### src/rtl/slpc_pkg.sv
package slpc_pkg;

  localparam logic [2:0] MODE_IDLE  = 3'b000;
  localparam logic [2:0] MODE_ADCQ  = 3'b001;
  localparam logic [2:0] MODE_PDOWN = 3'b010;
  localparam logic [2:0] MODE_PSAVE = 3'b011;
  localparam logic [2:0] MODE_STBY  = 3'b110;

  localparam int NWAKE  = 6;
  localparam int WK_LVL = 0;
  localparam int WK_TWI = 1;
  localparam int WK_TM2 = 2;
  localparam int WK_NVM = 3;
  localparam int WK_ADC = 4;
  localparam int WK_IO  = 5;

  typedef enum logic [1:0] {ST_RUN, ST_SLEEP, ST_START, ST_HALT} slp_state_e;

  typedef struct packed {
    logic cpu;
    logic flash;
    logic io;
    logic adc;
    logic asy;
    logic osc;
  } dom_en_t;

  function automatic logic mode_legal(input logic [2:0] m, input logic xtal);
    case (m)
      MODE_IDLE, MODE_ADCQ, MODE_PDOWN, MODE_PSAVE: mode_legal = 1'b1;
      MODE_STBY:                                    mode_legal = xtal;
      default:                                      mode_legal = 1'b0;
    endcase
  endfunction

endpackage

### src/rtl/slpc_sync.sv
module slpc_sync #(
  parameter int W = 6
) (
  input  logic         clk,
  input  logic         rst_n,
  input  logic [W-1:0] d,
  output logic [W-1:0] q
);
  logic [W-1:0] meta;

  always_ff @(posedge clk or negedge rst_n) begin
    if (!rst_n) begin
      meta <= '0;
      q    <= '0;
    end else begin
      meta <= d;
      q    <= meta;
    end
  end
endmodule

### src/rtl/slpc_policy.sv
module slpc_policy
  import slpc_pkg::*;
(
  input  logic [2:0]       mode,
  input  logic             async_tmr,
  input  logic             gie,
  input  logic             tmr2_ie,
  output logic [NWAKE-1:0] wake_mask,
  output dom_en_t          sleep_dom
);
  logic [NWAKE-1:0] base;

  always_comb begin
    base      = '0;
    sleep_dom = '0;
    case (mode)
      MODE_IDLE: begin
        base      = 6'b111111;
        sleep_dom = '{cpu: 1'b0, flash: 1'b0, io: 1'b1, adc: 1'b1, asy: async_tmr, osc: 1'b1};
      end
      MODE_ADCQ: begin
        base      = 6'b011111;
        sleep_dom = '{cpu: 1'b0, flash: 1'b0, io: 1'b0, adc: 1'b1, asy: async_tmr, osc: 1'b1};
      end
      MODE_PSAVE: begin
        base         = 6'b000011;
        base[WK_TM2] = async_tmr;
        sleep_dom    = '{cpu: 1'b0, flash: 1'b0, io: 1'b0, adc: 1'b0, asy: async_tmr, osc: 1'b0};
      end
      MODE_STBY: begin
        base      = 6'b000011;
        sleep_dom = '{cpu: 1'b0, flash: 1'b0, io: 1'b0, adc: 1'b0, asy: 1'b0, osc: 1'b1};
      end
      default: begin
        base      = 6'b000011;
        sleep_dom = '0;
      end
    endcase
    wake_mask         = base & {NWAKE{gie}};
    wake_mask[WK_TM2] = base[WK_TM2] & gie & tmr2_ie;
  end
endmodule

### src/rtl/slpc_seq.sv
module slpc_seq
  import slpc_pkg::*;
#(
  parameter int STARTUP_CYC = 32,
  parameter int STBY_CYC    = 6,
  parameter int HALT_CYC    = 4,
  parameter int CW          = 6
) (
  input  logic       clk,
  input  logic       rst_n,
  input  logic       enter,
  input  logic       entry_adc,
  input  logic [2:0] mode_in,
  input  logic       wake,
  output slp_state_e st,
  output logic [2:0] mode_q,
  output logic       adc_start
);
  logic [CW-1:0] cnt;
  logic [CW-1:0] slen;

  always_comb begin
    case (mode_q)
      MODE_PDOWN, MODE_PSAVE: slen = CW'(STARTUP_CYC);
      MODE_STBY:              slen = CW'(STBY_CYC);
      default:                slen = '0;
    endcase
  end

  always_ff @(posedge clk or negedge rst_n) begin
    if (!rst_n) begin
      st        <= ST_RUN;
      mode_q    <= MODE_IDLE;
      cnt       <= '0;
      adc_start <= 1'b0;
    end else begin
      adc_start <= 1'b0;
      case (st)
        ST_RUN: if (enter) begin
          st        <= ST_SLEEP;
          mode_q    <= mode_in;
          adc_start <= entry_adc;
        end
        ST_SLEEP: if (wake) begin
          if (slen == '0) begin
            st  <= ST_HALT;
            cnt <= CW'(HALT_CYC - 1);
          end else begin
            st  <= ST_START;
            cnt <= slen - 1'b1;
          end
        end
        ST_START: begin
          if (cnt == '0) begin
            st  <= ST_HALT;
            cnt <= CW'(HALT_CYC - 1);
          end else begin
            cnt <= cnt - 1'b1;
          end
        end
        default: begin
          if (cnt == '0) st <= ST_RUN;
          else           cnt <= cnt - 1'b1;
        end
      endcase
    end
  end
endmodule

### src/rtl/slpc_top.sv
module slpc_top
  import slpc_pkg::*;
#(
  parameter int STARTUP_CYC = 32,
  parameter int STBY_CYC    = 6,
  parameter int HALT_CYC    = 4
) (
  input  logic             clk,
  input  logic             rst_n,
  input  logic             sleep_en,
  input  logic [2:0]       mode_sel,
  input  logic             sleep_strobe,
  input  logic             xtal_sel,
  input  logic             async_tmr,
  input  logic             adc_on,
  input  logic             gie,
  input  logic             tmr2_ie,
  input  logic [NWAKE-1:0] wake_req,
  output logic             clk_cpu_en,
  output logic             clk_flash_en,
  output logic             clk_io_en,
  output logic             clk_adc_en,
  output logic             clk_asy_en,
  output logic             osc_run_en,
  output logic             cpu_halt,
  output logic             adc_start
);
  localparam int MAX_A = (STARTUP_CYC > STBY_CYC) ? STARTUP_CYC : STBY_CYC;
  localparam int MAXC  = (MAX_A > HALT_CYC) ? MAX_A : HALT_CYC;
  localparam int CW    = $clog2(MAXC + 1);

  logic [NWAKE-1:0] wake_s;
  logic [NWAKE-1:0] wake_mask;
  dom_en_t          sleep_dom;
  dom_en_t          dom;
  slp_state_e       st;
  logic [2:0]       mode_q;
  logic             enter;
  logic             entry_adc;
  logic             wake;

  slpc_sync #(.W(NWAKE)) u_sync (
    .clk(clk), .rst_n(rst_n), .d(wake_req), .q(wake_s)
  );

  slpc_policy u_policy (
    .mode(mode_q), .async_tmr(async_tmr), .gie(gie), .tmr2_ie(tmr2_ie),
    .wake_mask(wake_mask), .sleep_dom(sleep_dom)
  );

  assign enter     = sleep_strobe && sleep_en && mode_legal(mode_sel, xtal_sel);
  assign entry_adc = adc_on && (mode_sel == MODE_IDLE || mode_sel == MODE_ADCQ);
  assign wake      = (st == ST_SLEEP) && |(wake_s & wake_mask);

  slpc_seq #(
    .STARTUP_CYC(STARTUP_CYC), .STBY_CYC(STBY_CYC), .HALT_CYC(HALT_CYC), .CW(CW)
  ) u_seq (
    .clk(clk), .rst_n(rst_n), .enter(enter), .entry_adc(entry_adc),
    .mode_in(mode_sel), .wake(wake), .st(st), .mode_q(mode_q), .adc_start(adc_start)
  );

  always_comb begin
    dom = '{cpu: 1'b1, flash: 1'b1, io: 1'b1, adc: 1'b1, asy: async_tmr, osc: 1'b1};
    if (st == ST_SLEEP) begin
      dom = sleep_dom;
    end else if (st == ST_START) begin
      dom     = sleep_dom;
      dom.osc = 1'b1;
    end
  end

  assign clk_cpu_en   = dom.cpu;
  assign clk_flash_en = dom.flash;
  assign clk_io_en    = dom.io;
  assign clk_adc_en   = dom.adc;
  assign clk_asy_en   = dom.asy;
  assign osc_run_en   = dom.osc;
  assign cpu_halt     = (st != ST_RUN);
endmodule

### config.mk
export PLATFORM = sky130hd
export DESIGN_NAME = slpc_top
export DESIGN_NICKNAME = d
export VERILOG_FILES = /design/src/rtl/slpc_pkg.sv /design/src/rtl/slpc_sync.sv /design/src/rtl/slpc_policy.sv /design/src/rtl/slpc_seq.sv /design/src/rtl/slpc_top.sv
export SDC_FILE = /design/constraint.sdc
export NUM_CORES = 1
export LEC_CHECK = 0
export BUFFER_PORTS_ARGS = -buffer_cell sky130_fd_sc_hd__buf_2
export CAP_MARGIN = 20
export CORE_UTILIZATION = 50
export CTS_BUF_LIST = sky130_fd_sc_hd__clkbuf_2 sky130_fd_sc_hd__clkbuf_4 sky130_fd_sc_hd__clkbuf_8
export DETAILED_ROUTE_END_ITERATION = 10
export PLACE_DENSITY_LB_ADDON = 0.05
export SYNTH_ARGS = -nofsm -noshare
export SYNTH_HDL_FRONTEND = slang
export SYNTH_SLANG_ARGS = --single-unit
### constraint.sdc
create_clock -name clk -period 1.8 [get_ports clk]
set_input_delay 0.36 -clock clk [delete_from_list [all_inputs] [get_ports clk]]
set_output_delay 0.36 -clock clk [all_outputs]
set_load 0.02 [all_outputs]
==> results.toml <==
[yosys]
syn-cell-area_sq_mm = 0.001199
synth_commonest_cells = "dfrtp_1, nor2_1, nand2_1"
yosysTopAreaCell = "dfrtp_1"
synthMostInstantiatedCell = "dfrtp_1"
synth_fa_ha_area_share_pct = 5.219
synth-simple-area-share_pct = 15.76
muxShareOfSynthArea_pct = 6.785
synth.yosys.seq_area_share_pct = 50.10
synth.distinct_cells = 37
ys_async_sr_fraction_pct = 100.0
synth_top_area_share_pct = 50.10
synth_cells = 114
avgSynthCellArea_sq_um = 10.51
synth_top_family_by_area = "compound AO/OA/AOI/OAI gates"
ys_warn_count = 0
synthesis.nets = 137
synth_compound_area_share_pct = 17.64
ys.flop_type = "dfrtp_1"
synth-xor-area-share_pct = 0
ys_ff_latch = 24
yosys-top-cells-area = "dfrtp_1, ha_1, mux2_2, nor2_1, a21oi_1"
synth_edf_count = 0

[clocking]
path_clk_slew_ps = 130
cts_max_level = 1
clockBufferDepth = 2
insertion_delay_ps = 320
cts_hold_buf = 0
cts_tree = "done"
cts_made_buffers = 3
cts.sinks = 24
cts-root-buf = "clkbuf_4"

[timing]
relSlewSlack_pct = 62.92
setup_viol = 4
worst_pin_slew_ps = 556.3
final.setup_skew_ps = 18.52
slew_viol_final = 0
clock.fmax_ghz = 0.5343
setup_ws_ps = -71.70
period_minus_slack_ps = 1872
post-route-period-util_pct = 104.0
rsz0062_at_grt = "true"
hold_viol = 0
setup_tns_ps = -174.3

[worst_setup_path]
reg2regPathDepth = 5
endpoint = "clk_asy_en"
critPathKind = "register to primary output"
r2r_slack_ps = 10
worstSetupStartpointType = "register"
r2r_start = "u_seq.mode_q[1]"
critPathCaptureType = "primary output"
r2r_end = "u_seq.st[0]"
crit_path_start = "u_seq.st[0]"
cp.arrival_ps = 1510
required_ps = 1440
path_max_fanout = 5

[routing]
vias_per_cell = 5.585
post_drt_wl_per_cell_um = 15.62
drc_errors = 0
first_iter_violations = 32
vias = 1050
ant_nets = 0
wl_mm = 2.936
first_pass_iters = 4

[finish]
fin_area_sq_mm = 0.001682
diodes = 0
area_growth_pct = 40.29
final_nets = 185
drive_above_1_share_pct = 45.00

[floorplanning]
die_y_um = 50.96
fp.dieW_um = 50.96
core_sq_mm = 0.002233
initial_core_util_pct = 53.67
die-area_sq_mm = 0.002597
pin_count = 26
row_count = 17

[global_routing]
grt_pass1_vias = 1015
grtUsageTotal_pct = 23.67
grt_pass1_wl_mm = 4.471
overflow = 0
grt_max_degree = 25
antenna_found_initial = 0

[placement]
place.gp.congestion = 0.8086
dp_hpwl_mm = 1.867
portBuffers = 25
placed_cell_area_sq_mm = 0.001418

[outcome]
violations = "negative setup slack"
status = "complete, but fails checks"

[power_and_ir_drop]
p_leak_nw = 0.8030
powerDensity_mw_per_mm2 = 2103
vdd_drop_max_uv = 1669
total_power_mw = 3.536

[job]
maxCapViolCount = 0

[worst_hold_path]
worstHoldPathType = "input pin to asynchronous set/reset pin"
[worst min path at each step]
stage | start | end | slack (ps) | cells past startpoint
floorplan | rst_n | u_seq.adc_start | 60 | 0
finish | rst_n | u_seq.st[0] | 1 | 1
global placement | u_sync.meta[1] | u_sync.q[1] | 330 | 0
CTS | rst_n | u_seq.st[0] | 10 | 1
global route | rst_n | u_seq.st[0] | 40 | 1
detailed placement | u_sync.meta[1] | u_sync.q[1] | 340 | 0
[cell usage in the layout (no fill, tap or decap), drive strengths merged, types with 3 or more instances in the layout]
master and instances:
inv 6, nand2 8, o21ai 5, dfrtp 24
ha 5, buf 48, o22ai 4, nand3 4
nand2b 4, clkbuf 3, nor2 12, mux2 6
a21oi 6
[cells by family (layout without fill, tap and decap cells)]
logic type,Yosys count,count (layout)
AND/OR/NAND/NOR,38,38
AO/OA/AOI/OAI,29,29
flip-flops,24,24
buffers and inverters,11,57
multiplexers,7,7
adder cells (fa/ha/maj),5,5
[power breakdown]
| part | switching [mW] | internal (mW) | total, mW |
|---|---|---|---|
| Sequential | 0.126 | 0.676 | 0.802 |
| Combinational | 1.20 | 1.29 | 2.50 |
| Clock | 0.157 | 0.0785 | 0.236 |
| Total | 1.49 | 2.05 | 3.54 |
[routing by layer]
| layer | part of all wire [%] | GRT usage [%] | vias to the layer above |
|---|---|---|---|
| met1 | 43 | 29.63 | 491 |
| li1 | - | - | 502 |
| met5 | 0 | 0 | - |
| met2 | 50 | 41.23 | 49 |
| met3 | 4.9 | 3.869 | 8 |
| met4 | 1.5 | 7.870 | 0 |
[registers in the layout (all words and copies together), names as in the netlist]
| register | cells |
|---|---|
| u_seq.cnt | 6 |
| u_sync.meta | 6 |
| u_sync.q | 6 |
| u_seq.mode_q | 3 |
| u_seq.st | 2 |
| u_seq.adc_start | 1 |
[per-stage QoR]
step | worst slack (ps) | hold WS (ps) | utilization, % | std cells
after CTS | -74.21 | 11.80 | 71.20 | 184
final | -71.70 | 1.177 | 75.29 | 188
after global placement | 37.33 | 332.2 | 63.47 | 174
after global routing | -119.6 | 42.23 | 75.29 | 188
after detailed placement | -50.90 | 337.0 | 63.47 | 174
after floorplan | 15.92 | 64.41 | - | 114
[final cells by class]
type	instances	area, sq um
clock buffers	3	22.52
flip-flops and latches	24	600.6
well taps	28	35.03
repair buffers	48	339.1
fillers	153	551.8
multi-input cells	79	661.9
inverters	6	22.52
[critical path, stage by stage, from the launching register on]
cell and delay [ps]:
dfrtp_1 430, buf_6 140, ha_4 170, o22ai_1 160, and2_1 160, buf_6 120
[timing repair]
item,CTS,global route
pin swaps,4,5
buffers inserted,8,4
gates resized for setup,24,14
endpoints found under the setup margin,6,13
Power figures use the tool's default switching activity.
